[config.mk]
export PLATFORM = sky130hd
export DESIGN_NAME = spi_flash_user_ctrl
export DESIGN_NICKNAME = d
export VERILOG_FILES = /design/src/rtl/spi_ucp_pkg.sv /design/src/rtl/spi_ucp_regs.sv /design/src/rtl/spi_ucp_decode.sv /design/src/rtl/spi_ucp_shifter.sv /design/src/rtl/spi_flash_user_ctrl.sv
export SDC_FILE = /design/constraint.sdc
export NUM_CORES = 1
export LEC_CHECK = 0
export BUFFER_PORTS_ARGS = -buffer_cell sky130_fd_sc_hd__buf_2
export CORE_MARGIN = 3
export CORE_UTILIZATION = 30
export CTS_CLUSTER_SIZE = 10
export DETAILED_ROUTE_END_ITERATION = 10
export PLACE_DENSITY = 0.53
export SYNTH_ARGS = -nofsm -noshare
export SYNTH_HDL_FRONTEND = slang
export SYNTH_SLANG_ARGS = --single-unit
[constraint.sdc]
create_clock -name clk -period 2.3 [get_ports clk]
set_input_delay 0.115 -clock clk [delete_from_list [all_inputs] [get_ports clk]]
set_output_delay 0.115 -clock clk [all_outputs]
set_load 0.005 [all_outputs]
[src/rtl/spi_ucp_pkg.sv]
package spi_ucp_pkg;
  typedef enum logic [1:0] {
    MODE_RD   = 2'd0,
    MODE_FRD  = 2'd1,
    MODE_WR   = 2'd2,
    MODE_USER = 2'd3
  } flash_mode_e;

  typedef enum logic {
    ACC_IDLE = 1'b0,
    ACC_XFER = 1'b1
  } acc_state_e;

  localparam int W_CFG    = 0;
  localparam int W_EXT    = 1;
  localparam int W_CTRL0  = 4;
  localparam int W_TIM    = 37;
  localparam int STOP_BIT = 2;
  localparam int WEN_BASE = 16;
endpackage

[src/rtl/spi_ucp_regs.sv]
module spi_ucp_regs import spi_ucp_pkg::*; #(
  parameter int NUM_CS = 5,
  parameter int RAW    = 6
) (
  input  logic              clk,
  input  logic              rst,
  input  logic              req,
  input  logic              we,
  input  logic [RAW-1:0]    addr,
  input  logic [31:0]       wdata,
  output logic [31:0]       rdata,
  output logic              ack,
  output logic [NUM_CS-1:0] cs_n,
  output logic [NUM_CS-1:0] user_mode,
  output logic [NUM_CS-1:0] wr_en
);
  logic [31:0] cfg_q, ext_q, tim_q;
  logic [31:0] ctrl_q [NUM_CS];
  logic        ctrl_hit, impl;
  logic [31:0] rd_val;

  assign ctrl_hit = (addr >= RAW'(W_CTRL0)) && (addr < RAW'(W_CTRL0 + NUM_CS));
  assign impl = (addr == RAW'(W_CFG)) || (addr == RAW'(W_EXT)) ||
                (addr == RAW'(W_TIM)) || ctrl_hit;

  always_ff @(posedge clk) begin
    if (rst) begin
      cfg_q <= '0;
      ext_q <= '0;
      tim_q <= '0;
    end else if (req && we) begin
      if (addr == RAW'(W_CFG)) cfg_q <= wdata;
      if (addr == RAW'(W_EXT)) ext_q <= wdata;
      if (addr == RAW'(W_TIM)) tim_q <= wdata;
    end
  end

  for (genvar g = 0; g < NUM_CS; g++) begin : g_cs
    logic [31:0] c_q;
    always_ff @(posedge clk) begin
      if (rst) c_q <= 32'(1 << STOP_BIT);
      else if (req && we && addr == RAW'(W_CTRL0 + g)) c_q <= wdata;
    end
    assign ctrl_q[g]    = c_q;
    assign cs_n[g]      = c_q[STOP_BIT];
    assign user_mode[g] = (c_q[1:0] == MODE_USER);
    assign wr_en[g]     = cfg_q[WEN_BASE + g];
  end

  always_comb begin
    rd_val = '0;
    if (addr == RAW'(W_CFG)) rd_val = cfg_q;
    if (addr == RAW'(W_EXT)) rd_val = ext_q;
    if (addr == RAW'(W_TIM)) rd_val = tim_q;
    for (int g = 0; g < NUM_CS; g++)
      if (addr == RAW'(W_CTRL0 + g)) rd_val = ctrl_q[g];
  end

  always_ff @(posedge clk) begin
    if (rst) begin
      rdata <= '0;
      ack   <= 1'b0;
    end else begin
      ack   <= req;
      rdata <= (req && impl) ? rd_val : '0;
    end
  end

  // select lines move only after a register write
  a_r3_cs_hold: assert property (@(posedge clk) disable iff (rst)
    !$past(req && we) |-> $stable(cs_n));
  // unimplemented index reads zero
  a_r2_unimpl_zero: assert property (@(posedge clk) disable iff (rst)
    (ack && !$past(impl)) |-> (rdata == 32'd0));
endmodule

[src/rtl/spi_ucp_decode.sv]
module spi_ucp_decode #(
  parameter int NUM_CS = 5,
  parameter int WIN_AW = 28,
  parameter int CS0_LG = 26,
  parameter int CSX_LG = 25,
  localparam int CSW   = (NUM_CS > 1) ? $clog2(NUM_CS) : 1
) (
  input  logic [WIN_AW-1:0] addr,
  output logic              hit,
  output logic [CSW-1:0]    idx
);
  localparam logic [WIN_AW-1:0] CS0_BYTES = WIN_AW'(1) << CS0_LG;
  logic [WIN_AW-1:0] off;
  logic [31:0]       idx_full;

  always_comb begin
    off = addr - CS0_BYTES;
    if (addr < CS0_BYTES) idx_full = 32'd0;
    else                  idx_full = 32'(off >> CSX_LG) + 32'd1;
    hit = (idx_full < 32'(NUM_CS));
    idx = idx_full[CSW-1:0];
  end
endmodule

[src/rtl/spi_ucp_shifter.sv]
module spi_ucp_shifter #(
  parameter int CLK_DIV = 4,
  localparam int HALF   = CLK_DIV / 2,
  localparam int DW     = (HALF > 1) ? $clog2(HALF) : 1
) (
  input  logic       clk,
  input  logic       rst,
  input  logic       start,
  input  logic [7:0] tx_byte,
  input  logic       miso,
  output logic       busy,
  output logic       done,
  output logic [7:0] rx_byte,
  output logic       sck,
  output logic       mosi
);
  logic [DW-1:0] div_q;
  logic [2:0]    bit_q;
  logic [7:0]    sh_q;

  assign mosi = sh_q[7];

  always_ff @(posedge clk) begin
    if (rst) begin
      busy <= 1'b0; done <= 1'b0; sck <= 1'b0;
      div_q <= '0; bit_q <= '0; sh_q <= '0; rx_byte <= '0;
    end else begin
      done <= 1'b0;
      if (start && !busy) begin
        sh_q <= tx_byte; busy <= 1'b1; div_q <= '0; bit_q <= '0; sck <= 1'b0;
      end else if (busy) begin
        if (div_q == DW'(HALF - 1)) begin
          div_q <= '0;
          if (!sck) begin
            sck     <= 1'b1;
            rx_byte <= {rx_byte[6:0], miso};
          end else begin
            sck <= 1'b0;
            if (bit_q == 3'd7) begin
              busy <= 1'b0;
              done <= 1'b1;
            end else begin
              bit_q <= bit_q + 3'd1;
              sh_q  <= {sh_q[6:0], 1'b0};
            end
          end
        end else begin
          div_q <= div_q + DW'(1);
        end
      end
    end
  end

  // clock idles low, data held across the rising edge
  a_r10_sck_idle_low: assert property (@(posedge clk) disable iff (rst)
    !busy |-> !sck);
  a_r10_mosi_hold: assert property (@(posedge clk) disable iff (rst)
    $rose(sck) |-> $stable(mosi));
  a_r10_start_when_idle: assert property (@(posedge clk) disable iff (rst)
    start |-> !busy);
endmodule

[src/rtl/spi_flash_user_ctrl.sv]
module spi_flash_user_ctrl import spi_ucp_pkg::*; #(
  parameter int NUM_CS  = 5,
  parameter int RAW     = 6,
  parameter int WIN_AW  = 28,
  parameter int CS0_LG  = 26,
  parameter int CSX_LG  = 25,
  parameter int CLK_DIV = 4
) (
  input  logic              clk,
  input  logic              rst,
  input  logic              reg_req,
  input  logic              reg_we,
  input  logic [RAW-1:0]    reg_addr,
  input  logic [31:0]       reg_wdata,
  output logic [31:0]       reg_rdata,
  output logic              reg_ack,
  input  logic              win_req,
  input  logic              win_we,
  input  logic [WIN_AW-1:0] win_addr,
  input  logic [1:0]        win_len,
  input  logic [31:0]       win_wdata,
  output logic [31:0]       win_rdata,
  output logic              win_ready,
  output logic              spi_sck,
  output logic              spi_mosi,
  input  logic              spi_miso,
  output logic [NUM_CS-1:0] spi_cs_n
);
  localparam int CSW = (NUM_CS > 1) ? $clog2(NUM_CS) : 1;

  logic [NUM_CS-1:0] user_mode, wr_en;
  logic              dec_hit;
  logic [CSW-1:0]    dec_idx;
  logic              sh_start, sh_busy, sh_done;
  logic [7:0]        sh_tx, sh_rx;
  acc_state_e        st;
  logic [1:0]        cnt, len, nxt;
  logic [31:0]       wd, acc, acc_nx;
  logic              is_wr;

  spi_ucp_regs #(.NUM_CS(NUM_CS), .RAW(RAW)) u_regs (
    .clk(clk), .rst(rst), .req(reg_req), .we(reg_we), .addr(reg_addr),
    .wdata(reg_wdata), .rdata(reg_rdata), .ack(reg_ack), .cs_n(spi_cs_n),
    .user_mode(user_mode), .wr_en(wr_en));

  spi_ucp_decode #(.NUM_CS(NUM_CS), .WIN_AW(WIN_AW), .CS0_LG(CS0_LG),
                   .CSX_LG(CSX_LG)) u_dec (
    .addr(win_addr), .hit(dec_hit), .idx(dec_idx));

  spi_ucp_shifter #(.CLK_DIV(CLK_DIV)) u_sh (
    .clk(clk), .rst(rst), .start(sh_start), .tx_byte(sh_tx), .miso(spi_miso),
    .busy(sh_busy), .done(sh_done), .rx_byte(sh_rx), .sck(spi_sck),
    .mosi(spi_mosi));

  assign nxt = cnt + 2'd1;

  always_comb begin
    acc_nx = acc;
    acc_nx[{cnt, 3'b000} +: 8] = sh_rx;
  end

  always_ff @(posedge clk) begin
    if (rst) begin
      st <= ACC_IDLE; win_ready <= 1'b0; win_rdata <= '0; sh_start <= 1'b0;
      sh_tx <= '0; cnt <= '0; len <= '0; wd <= '0; acc <= '0; is_wr <= 1'b0;
    end else begin
      win_ready <= 1'b0;
      sh_start  <= 1'b0;
      case (st)
        ACC_IDLE: if (win_req && !win_ready) begin
          if (!dec_hit) begin
            win_rdata <= '0; win_ready <= 1'b1;
          end else if (!user_mode[dec_idx]) begin
            win_rdata <= win_we ? '0 : '1; win_ready <= 1'b1;
          end else if (win_we && !wr_en[dec_idx]) begin
            win_rdata <= '0; win_ready <= 1'b1;
          end else begin
            st <= ACC_XFER; cnt <= '0; len <= win_len; wd <= win_wdata;
            acc <= '0; is_wr <= win_we; sh_start <= 1'b1;
            sh_tx <= win_we ? win_wdata[7:0] : 8'h00;
          end
        end
        ACC_XFER: if (sh_done) begin
          if (cnt == len) begin
            win_rdata <= is_wr ? '0 : acc_nx;
            win_ready <= 1'b1;
            st <= ACC_IDLE;
          end else begin
            cnt <= nxt; acc <= acc_nx; sh_start <= 1'b1;
            sh_tx <= is_wr ? wd[{nxt, 3'b000} +: 8] : 8'h00;
          end
        end
        default: st <= ACC_IDLE;
      endcase
    end
  end

  // ready is a single-cycle pulse
  a_r11_ready_pulse: assert property (@(posedge clk) disable iff (rst)
    win_ready |=> !win_ready);
  // no serial clock outside an accepted transfer
  a_r8_sck_only_xfer: assert property (@(posedge clk) disable iff (rst)
    spi_sck |-> (st == ACC_XFER));
  // byte engine is idle whenever the access engine is idle
  a_r5_idle_quiet: assert property (@(posedge clk) disable iff (rst)
    (st == ACC_IDLE && !sh_start) |-> !sh_busy);
endmodule

==> results of run 1 <==
==> power groups by stage <==
stage	registers (mW)	clock network [mW]	logic, mW
after CTS	7.52	7.01	1.11
after global placement	7.68	0	0.990
after floorplan	7.67	0	0.591
final	7.52	6.84	1.14
after detailed placement	7.68	0	1.01
after global routing	7.53	7.32	1.25
==> layout by cell type, fill, tap and decap left out, drive strengths merged, types with 10 or more instances in the layout <==
| cell type | instances |
|---|---|
| nand2 | 561 |
| dfxtp | 424 |
| a21oi | 312 |
| buf | 253 |
| nor2 | 189 |
| dlygate4sd3 | 71 |
| clkbuf | 61 |
| mux2i | 44 |
| nor3 | 42 |
| a22oi | 37 |
| mux2 | 33 |
| a221oi | 32 |
| a222oi | 31 |
| inv | 27 |
| nand2b | 16 |
| a2bb2oi | 16 |
| a31oi | 16 |
| o32ai | 16 |
| nor2b | 14 |
| and3 | 11 |
| o21a | 10 |
| ha | 10 |
==> final cells by class <==
type,count,area (µm²),area share
sequential,424,8489,0.3971
multi-input combinational,1486,8075,0.3777
timing repair buffer,326,2460,0.1151
clock buffer,59,1294,0.06051
tap,756,945.9,0.04424
inverter,25,93.84,0.004389
clock inverter,3,22.52,0.001053
==> registers in the layout (all words and copies together) (netlist names), 32 cells and up <==
register	flops
wd	32
u_regs.tim_q	32
u_regs.rdata	32
u_regs.ext_q	32
u_regs.g_cs.c_q	160
acc	32
win_rdata	32
u_regs.cfg_q	32
==> through the flow <==
stage / TNS, ns / cells / power, mW / instance area (µm²)
2_1_floorplan: 0 / 2139 / 8.258 / 17460
3_3_place_gp: -9.887 / 2941 / 8.668 / 19260
3_5_place_dp: -9.307 / 2941 / 8.685 / 19260
4_1_cts: 0 / 3074 / 15.64 / 21280
5_1_grt: -0.7464 / 3079 / 16.10 / 21380
6_report: 0 / 3079 / 15.50 / 21380
==> what timing repair did <==
action	4_1_cts	5_1_grt
resized for setup	0	5
hold buffers	71	0
buffers inserted	0	3
hold endpoints to repair	295	0
endpoints found under the setup margin	0	58
==> critical path, stage by stage (launching register included) <==
cell,delay [ns]
sky130_fd_sc_hd__dfxtp_1,0.38
sky130_fd_sc_hd__mux2_2,0.23
sky130_fd_sc_hd__o21ai_1,0.10
sky130_fd_sc_hd__o311a_4,0.42
sky130_fd_sc_hd__buf_4,0.16
sky130_fd_sc_hd__o31ai_1,0.30
sky130_fd_sc_hd__buf_4,0.18
sky130_fd_sc_hd__nand2_1,0.18
sky130_fd_sc_hd__o32ai_1,0.19
==> cell families (layout without fill, tap and decap cells) <==
group / count (synthesis) / count (layout)
xor+xnor: 5 / 5
flops: 424 / 424
fa+ha+maj: 10 / 10
mux: 85 / 85
compound gates: 517 / 517
simple gates: 869 / 869
buf+inv: 229 / 413
==> how the worst min path moves through the flow <==
stage | from | to | cells after the start
floorplan | spi_miso | u_sh.rx_byte[0] | 2
global placement | win_wdata[16] | wd[16] | 3
detailed placement | win_wdata[11] | wd[11] | 3
CTS | win_req | sh_start | 4
global route | reg_addr[4] | u_regs.rdata[9] | 5
finish | reg_addr[4] | u_regs.rdata[11] | 5
==> per-layer routing <==
layer  up-vias  global-route usage  wire [µm]
met1      7553              0.2409      25370
li1       7613                   -          -
met2       540              0.3123      26860
met3       112             0.03719       4125
met4         4             0.06248       1710
met5         -                   0         21
==> results.cfg, run 1 <==
[setup_path]
endpoint = acc[13]
worstSetupStartpointType = flop
rrSetupSlack_ns = 0.04
timing.rr.start = u_regs.cfg_q[18]
cp_data_arrival_time_ns = 2.72
timing.critical_path.from = u_regs.cfg_q[18]
r2r_end = acc[13]
timing.critical_path.fanout_max = 8
ff2ff_path_depth = 8
path_class = reg2reg
crit_path_end_kind = flop
timing.critical_path.required_ns = 2.76

[pwr]
power.static_leakage_nw = 7.501
clock_power_share = 0.441
internal-power_mw = 11.81
ir_worst_vdd_mv = 0.5424
share_seq_of_total_power = 0.485
pwr_density_cell_nw_per_um2 = 725.1
fraction_of_power_consumed_by_combinational_cells = 0.074
power_switching_share = 0.2380
p_sw_mw = 3.690

[die]
horiz_die_dim_um = 247.2
die_area_um2 = 61120
placementRows = 87
core-area_um2 = 56930
starting_utilization_of_the_core_area = 0.3066
io-pin-count = 180
die_h_um = 247.2

[sta]
final.period_utilization = 0.9819
final_period_minus_worst_setup_slack_ns = 2.258
fin_ws_ns = 0.04154
final.setup_skew_ns = 0.02008
timing_max_transition_violations_final = 0
setup_violations = 0
setup_repair_after_global_routing_missed_its_margin = yes
whs_ns = 0.1793
max-slew-margin-rel = 0.3542
timing_worst_slew_pin_value_ns = 0.9635
hold_viol = 0
fmax_mhz = 442.8

[clock_network]
cts.reportedPaths.clkPinSlew_ns = 0.06
htree_levels = 2
cts-root-buf = sky130_fd_sc_hd__clkbuf_16
cts_inserted_buffers = 49
cts_sinks = 424
clk_latency_ns = 0.58
ctsLongestPathBuffers = 3
tritoncts = done

[synthesis]
syn-num-nets = 2256
post_syn_instances = 2139
synth_top_area_frac = 0.4863
synth_edf_count = 0
synth_compound_area_frac = 0.1878
leading_post_synthesis_cells_by_cell_area = sky130_fd_sc_hd__dfxtp_1, sky130_fd_sc_hd__nand2_1, sky130_fd_sc_hd__a21oi_1
async_reset_ff_frac = 0
dominant_cell_by_count_in_the_synthesized_netlist = sky130_fd_sc_hd__nand2_1
ys_dominant_reg_cell = sky130_fd_sc_hd__dfxtp_1
ys_seq_elements = 424
syn_area_per_cell_um2 = 8.161
muxShareOfSynthArea = 0.05684
synth_adder_area_share = 0.007168
synth.largest_area_cell = sky130_fd_sc_hd__dfxtp_1
yosys.cell_types.count = 60
sequential_share_of_the_synthesized_area = 0.4863
syn_area_um2 = 17460
yosysWarningCount = 0
synth_top_family_by_area = simple AND/OR/NAND/NOR gates
synthTopCellsByCount = sky130_fd_sc_hd__nand2_1, sky130_fd_sc_hd__dfxtp_1, sky130_fd_sc_hd__a21oi_1
synthXorXnorAreaFrac = 0.002509
synthSimpleGateAreaFrac = 0.2042

[run]
drv.max_cap_violation_count = 0

[routing]
detailedRoute.firstIterationViolations = 1261
drt-wirelength-per-cell_um = 18.86
antenna_left = 0
drcViolationCount = 0
wl_mm = 58.08
drt_first_pass_iters = 5
vias_per_cell = 5.139
via_count = 15820

[finish]
layout-drive-gt1-share = 0.1627
final_net_count = 2429
areaGrowthSynthToFinish_pct = 22.49
fin_util = 0.3756
n_antenna_cell = 0
fillCellCount = 5730

[placement]
buffer_ports.inserted = 154
dp.final_hpwl_mm = 35.89
pre_cts_slack_ns = -0.1343
place.gp.congestion = 0.8292

[global_route]
number_of_antenna_violations_at_the_first_check_in_global_routing = 2
first_global_vias = 15880
grt_first_pass_wirelength_mm = 90.20
grt_remaining_overflow = 0
grt_start_max_net_pins = 168
global_route.usage.total = 0.1869

[min_path]
hp-class = in2reg

[run_status]
status = completed
(Power assumes the default switching activity.)
==> run 2, diff against run 1 <==
RECOVER_POWER = 25   (was not set)
SKIP_LAST_GASP = 1   (was not set)
==> results.cfg, run 2 (same netlist as run 1, synthesis figures left out) <==
[run_status]
status = completed

[sta]
final_period_minus_worst_setup_slack_ns = 2.241
fmax_mhz = 446.3
final.period_utilization = 0.9742
fin_tns_setup_ns = 0
max-slew-margin-rel = 0.3483
setup_repair_after_global_routing_missed_its_margin = yes
hold_viol = 0
timing_max_transition_violations_final = 0
setup_violations = 0
final.setup_skew_ns = 0.01853
timing_worst_slew_pin_value_ns = 0.9722
whs_ns = 0.1034

[finish]
regMostFlops = u_regs.g_cs.c_q
final_area_um2 = 21280
fin_util = 0.3737
n_antenna_cell = 0
fillCellCount = 5766
areaGrowthSynthToFinish_pct = 21.88
flip_flop_count_of_the_largest_register_after_layout = 160
layout-drive-gt1-share = 0.1403
final_cell_mix = sky130_fd_sc_hd__nand2_1, sky130_fd_sc_hd__dfxtp_1, sky130_fd_sc_hd__a21oi_1, sky130_fd_sc_hd__nor2_1, sky130_fd_sc_hd__buf_2
final_net_count = 2429
final_common_cell = sky130_fd_sc_hd__nand2_1
final_cell_count_no_fill = 3079

[pwr]
share_seq_of_total_power = 0.486
ir_worst_vdd_mv = 0.5434
p_sw_mw = 3.679
power.static_leakage_nw = 7.290
fraction_of_power_consumed_by_combinational_cells = 0.073
internal-power_mw = 11.80
clock_power_share = 0.441
pwr_density_cell_nw_per_um2 = 727.5
power_switching_share = 0.2377

[run]
drv.max_cap_violation_count = 0

[global_route]
number_of_antenna_violations_at_the_first_check_in_global_routing = 2
global_route.usage.total = 0.1869
first_global_vias = 15880
grt_start_max_net_pins = 168
grt_remaining_overflow = 0
grt_first_pass_wirelength_mm = 90.20

[placement]
dp.final_hpwl_mm = 35.89
placed_cells = 2941
place.gp.congestion = 0.8292
placement.cell_area_um2 = 19260
buffer_ports.inserted = 154

[clock_network]
cts_sinks = 424
htree_levels = 2
cts_inserted_buffers = 49
ctsLongestPathBuffers = 3
cts.reportedPaths.clkPinSlew_ns = 0.06
cts-root-buf = sky130_fd_sc_hd__clkbuf_16
tritoncts = done
clk_latency_ns = 0.58

[routing]
detailedRoute.firstIterationViolations = 1301
drcViolationCount = 0
drt-wirelength-per-cell_um = 18.82
via_count = 15850
vias_per_cell = 5.147
wl_mm = 57.96
antenna_left = 0
drt_first_pass_iters = 6

[setup_path]
crit_path_end_kind = flop
path_class = reg2reg
worstSetupStartpointType = flop
timing.critical_path.required_ns = 2.79
timing.critical_path.from = u_regs.cfg_q[18]
timing.rr.start = u_regs.cfg_q[18]
cp_data_arrival_time_ns = 2.73
timing.critical_path.fanout_max = 8

[die]
core-area_um2 = 56930
die_area_um2 = 61120
placementRows = 87
die_h_um = 247.2
starting_utilization_of_the_core_area = 0.3066
io-pin-count = 180
horiz_die_dim_um = 247.2

[min_path]
hp-class = in2reg
min-delay-start = reg_addr[4]
run 2: timing repair:
item / 4_1_cts / 5_1_grt
resized for setup: 0 / 5
hold buffers: 71 / 0
setup endpoints to repair: 0 / 58
setup buffers: 0 / 3
hold endpoints to repair: 295 / 0
run 2: power by group through the flow:
stage | logic [mW] | registers, mW | clock network (mW)
3_5_place_dp | 1.01 | 7.68 | 0
4_1_cts | 1.11 | 7.52 | 7.01
2_1_floorplan | 0.591 | 7.67 | 0
3_3_place_gp | 0.990 | 7.68 | 0
5_1_grt | 1.23 | 7.53 | 7.32
6_report | 1.12 | 7.52 | 6.83
run 2: routing by layer:
layer  global-route usage  vias to the layer above  wire (µm)  share of wire
met5                    0                        -         21        0.00036
met4              0.06248                        4       1694          0.029
met3              0.03719                      111       4140          0.071
met2               0.3123                      539      26840           0.46
met1               0.2409                     7574      25260           0.44
li1                     -                     7619          -              -
run 2: area by class of cell:
cell class              count  area (µm²)  share of cell area
flip-flops and latches    424        8489              0.3990
multi-input cells        1486        8075              0.3796
repair buffers            326        2355              0.1107
clock buffers              59        1294             0.06081
well taps                 756       945.9             0.04446
inverters                  25       93.84            0.004411
clock inverters             3       22.52            0.001059
run 2: worst paths after layout:
path,endpoint,slack (ns),cells after the start
min,u_regs.rdata[8],0.10,5
min reg2reg,u_regs.g_cs[3].c_q[12],0.45,2
max reg2reg,acc[0],0.06,8
max,acc[0],0.06,8
run 2: per-stage QoR:
step                      setup slack (ns)  total power, mW
final                              0.05943            15.48
after global routing              -0.06537            16.09
after CTS                         0.001164            15.64
after detailed placement           -0.1343            8.685
after global placement             -0.1903            8.668
after floorplan                    0.03287            8.258
run 2: critical path, cell delays in order (launching register included):
cell and delay (ns):
sky130_fd_sc_hd__dfxtp_1 0.38, sky130_fd_sc_hd__mux2_2 0.22, sky130_fd_sc_hd__o21ai_1 0.09, sky130_fd_sc_hd__o311a_4 0.42
sky130_fd_sc_hd__buf_4 0.16, sky130_fd_sc_hd__o31ai_1 0.30, sky130_fd_sc_hd__buf_4 0.18, sky130_fd_sc_hd__nand2_1 0.17
sky130_fd_sc_hd__o22ai_1 0.21
==> run 3, diff against run 2 <==
CORE_UTILIZATION = 40   (was 30)
PLACE_DENSITY = 0.65   (was 0.53)
RECOVER_POWER = 100   (was 25)
==> results.cfg, run 3 (same netlist as run 1, synthesis figures left out) <==
[clock_network]
cts_inserted_buffers = 49
tritoncts = done
cts-root-buf = sky130_fd_sc_hd__clkbuf_16
cts_sinks = 424
cts.reportedPaths.clkPinSlew_ns = 0.06
ctsLongestPathBuffers = 3
htree_levels = 2
clk_latency_ns = 0.59

[global_route]
grt.busiest_layer = met2
grt_first_pass_wirelength_mm = 85.25
groute.layer.met3.usage = 0.03785
grt_use_met1 = 0.2971
grt_remaining_overflow = 0
grt_util_met2 = 0.3768
grt_start_max_net_pins = 140
global_route.usage.total = 0.2253
first_global_vias = 15560
number_of_antenna_violations_at_the_first_check_in_global_routing = 1

[setup_path]
ff2ff_path_depth = 6
path_class = reg2reg
cp_data_arrival_time_ns = 2.74
worstSetupStartpointType = flop
timing.rr.start = u_regs.cfg_q[19]
timing.critical_path.required_ns = 2.81
r2r_end = acc[23]
timing.critical_path.fanout_max = 8
rrSetupSlack_ns = 0.07
crit_path_end_kind = flop

[sta]
fmax_mhz = 448.3
final_period_minus_worst_setup_slack_ns = 2.231
setup_repair_after_global_routing_missed_its_margin = no
hold_viol = 0
timing_worst_slew_pin_value_ns = 1.453
fin_ws_ns = 0.06945
max-slew-margin-rel = 0.03106
fin_tns_setup_ns = 0
final.setup_skew_ns = 0.01947
final.period_utilization = 0.9698
timing_max_transition_violations_final = 0
setup_violations = 0

[die]
horiz_die_dim_um = 214.9
placementRows = 75
die_area_um2 = 46180
starting_utilization_of_the_core_area = 0.4106
io-pin-count = 180
core-area_um2 = 42510
die_h_um = 214.9

[routing]
antenna_left = 0
drcViolationCount = 0
drt-wirelength-per-cell_um = 18.72
via_count = 15970
detailedRoute.firstIterationViolations = 1487
drt_first_pass_iters = 7
wl_mm = 53.98
vias_per_cell = 5.537

[finish]
regMostFlops = u_regs.g_cs.c_q
final_net_count = 2413
n_antenna_cell = 0
flip_flop_count_of_the_largest_register_after_layout = 160
fillCellCount = 4093
final_cell_mix = sky130_fd_sc_hd__nand2_1, sky130_fd_sc_hd__dfxtp_1, sky130_fd_sc_hd__a21oi_1, sky130_fd_sc_hd__nor2_1, sky130_fd_sc_hd__buf_2
final_common_cell = sky130_fd_sc_hd__nand2_1
area.sequential_um2 = 8489
multiInputGateArea_um2 = 8090
areaGrowthSynthToFinish_pct = 19.51
fin_util = 0.4907
layout-drive-gt1-share = 0.1313

[placement]
place.gp.congestion = 0.8426
buffer_ports.inserted = 154
dp.final_hpwl_mm = 33.74
pre_cts_slack_ns = -0.2032

[min_path]
hp-class = in2reg
worst_hold_path_depth = 6
min-delay-start = reg_addr[3]
holdPathEnd = u_regs.g_cs[1].c_q[30]

[run]
drv.max_cap_violation_count = 0

[run_status]
status = completed

[pwr]
power.static_leakage_nw = 7.175
finalPower_mw = 15.32
ir_worst_vdd_mv = 0.5220
pwr_density_cell_nw_per_um2 = 734.6
## run 3: changes by cell type in the layout (fill, tap and decap cells not counted), moves of 2 or more
cell / delta
sky130_fd_sc_hd__and2_0: -2
sky130_fd_sc_hd__buf_12: -6
sky130_fd_sc_hd__buf_1: +2
sky130_fd_sc_hd__and2_1: +2
sky130_fd_sc_hd__nor2_2: -3
sky130_fd_sc_hd__buf_4: -14
sky130_fd_sc_hd__clkbuf_4: +2
sky130_fd_sc_hd__buf_2: -2
sky130_fd_sc_hd__clkbuf_1: +2
sky130_fd_sc_hd__nor2_4: +3
## run 3: stage by stage
step	std cells	hold WS, ns	area, µm²
6_report	2884	0.1688	20860
5_1_grt	2884	0.1875	20860
4_1_cts	2882	0.1469	20940
3_5_place_dp	2748	0.3586	18890
3_3_place_gp	2748	0.3511	18890
2_1_floorplan	2139	0.2510	17460
## run 3: how the worst max path moves through the flow
stage | startpoint | to | slack, ns | depth (start not counted)
finish | u_regs.cfg_q[19] | acc[23] | 0.07 | 6
global route | u_regs.cfg_q[17] | acc[16] | 0.01 | 7
CTS | u_regs.cfg_q[18] | acc[25] | 0.02 | 6
detailed placement | win_addr[26] | acc[6] | -0.20 | 11
global placement | win_addr[26] | acc[14] | -0.13 | 11
floorplan | cnt[0] | sh_tx[2] | 0.03 | 8
## run 3: cell type report
type,instances,share of cell area
Clock inverter,4,0.002159
Multi-Input combinational cell,1486,0.3878
Clock buffer,58,0.06136
Inverter,25,0.004498
Timing Repair Buffer,310,0.1026
Tap cell,577,0.03461
Sequential cell,424,0.4069
## run 3: critical path, cell delays in order, from the launching register on
cell and delay [ns]:
sky130_fd_sc_hd__dfxtp_1 0.47, sky130_fd_sc_hd__mux2_1 0.19, sky130_fd_sc_hd__o21ai_1 0.08, sky130_fd_sc_hd__o311a_4 0.43, sky130_fd_sc_hd__o31a_4 0.45, sky130_fd_sc_hd__nor3_4 0.34, sky130_fd_sc_hd__a22o_1 0.19
## run 3: power by group
part | internal, mW | leakage, nW | switching, mW | total (mW)
combinational | 0.414 | 3.11 | 0.647 | 1.06
sequential | 7.46 | 3.42 | 0.0679 | 7.53
clock | 3.87 | 0.645 | 2.86 | 6.74
total | 11.7 | 7.18 | 3.58 | 15.3
## run 3: timing repair
item                                    4_1_cts  5_1_grt
gates cloned                                  0        1
resized for setup                             1        9
setup buffers                                 0        1
endpoints found under the setup margin        2       50
pin swaps                                     0        1
endpoints found under the hold margin       323        0
hold buffers                                 72        0
## run 3: layer usage
layer / vias up / wire [µm]
met5: - / 13
met4: 2 / 1266
met3: 102 / 3871
met2: 609 / 26210
met1: 7664 / 22620
li1: 7593 / -
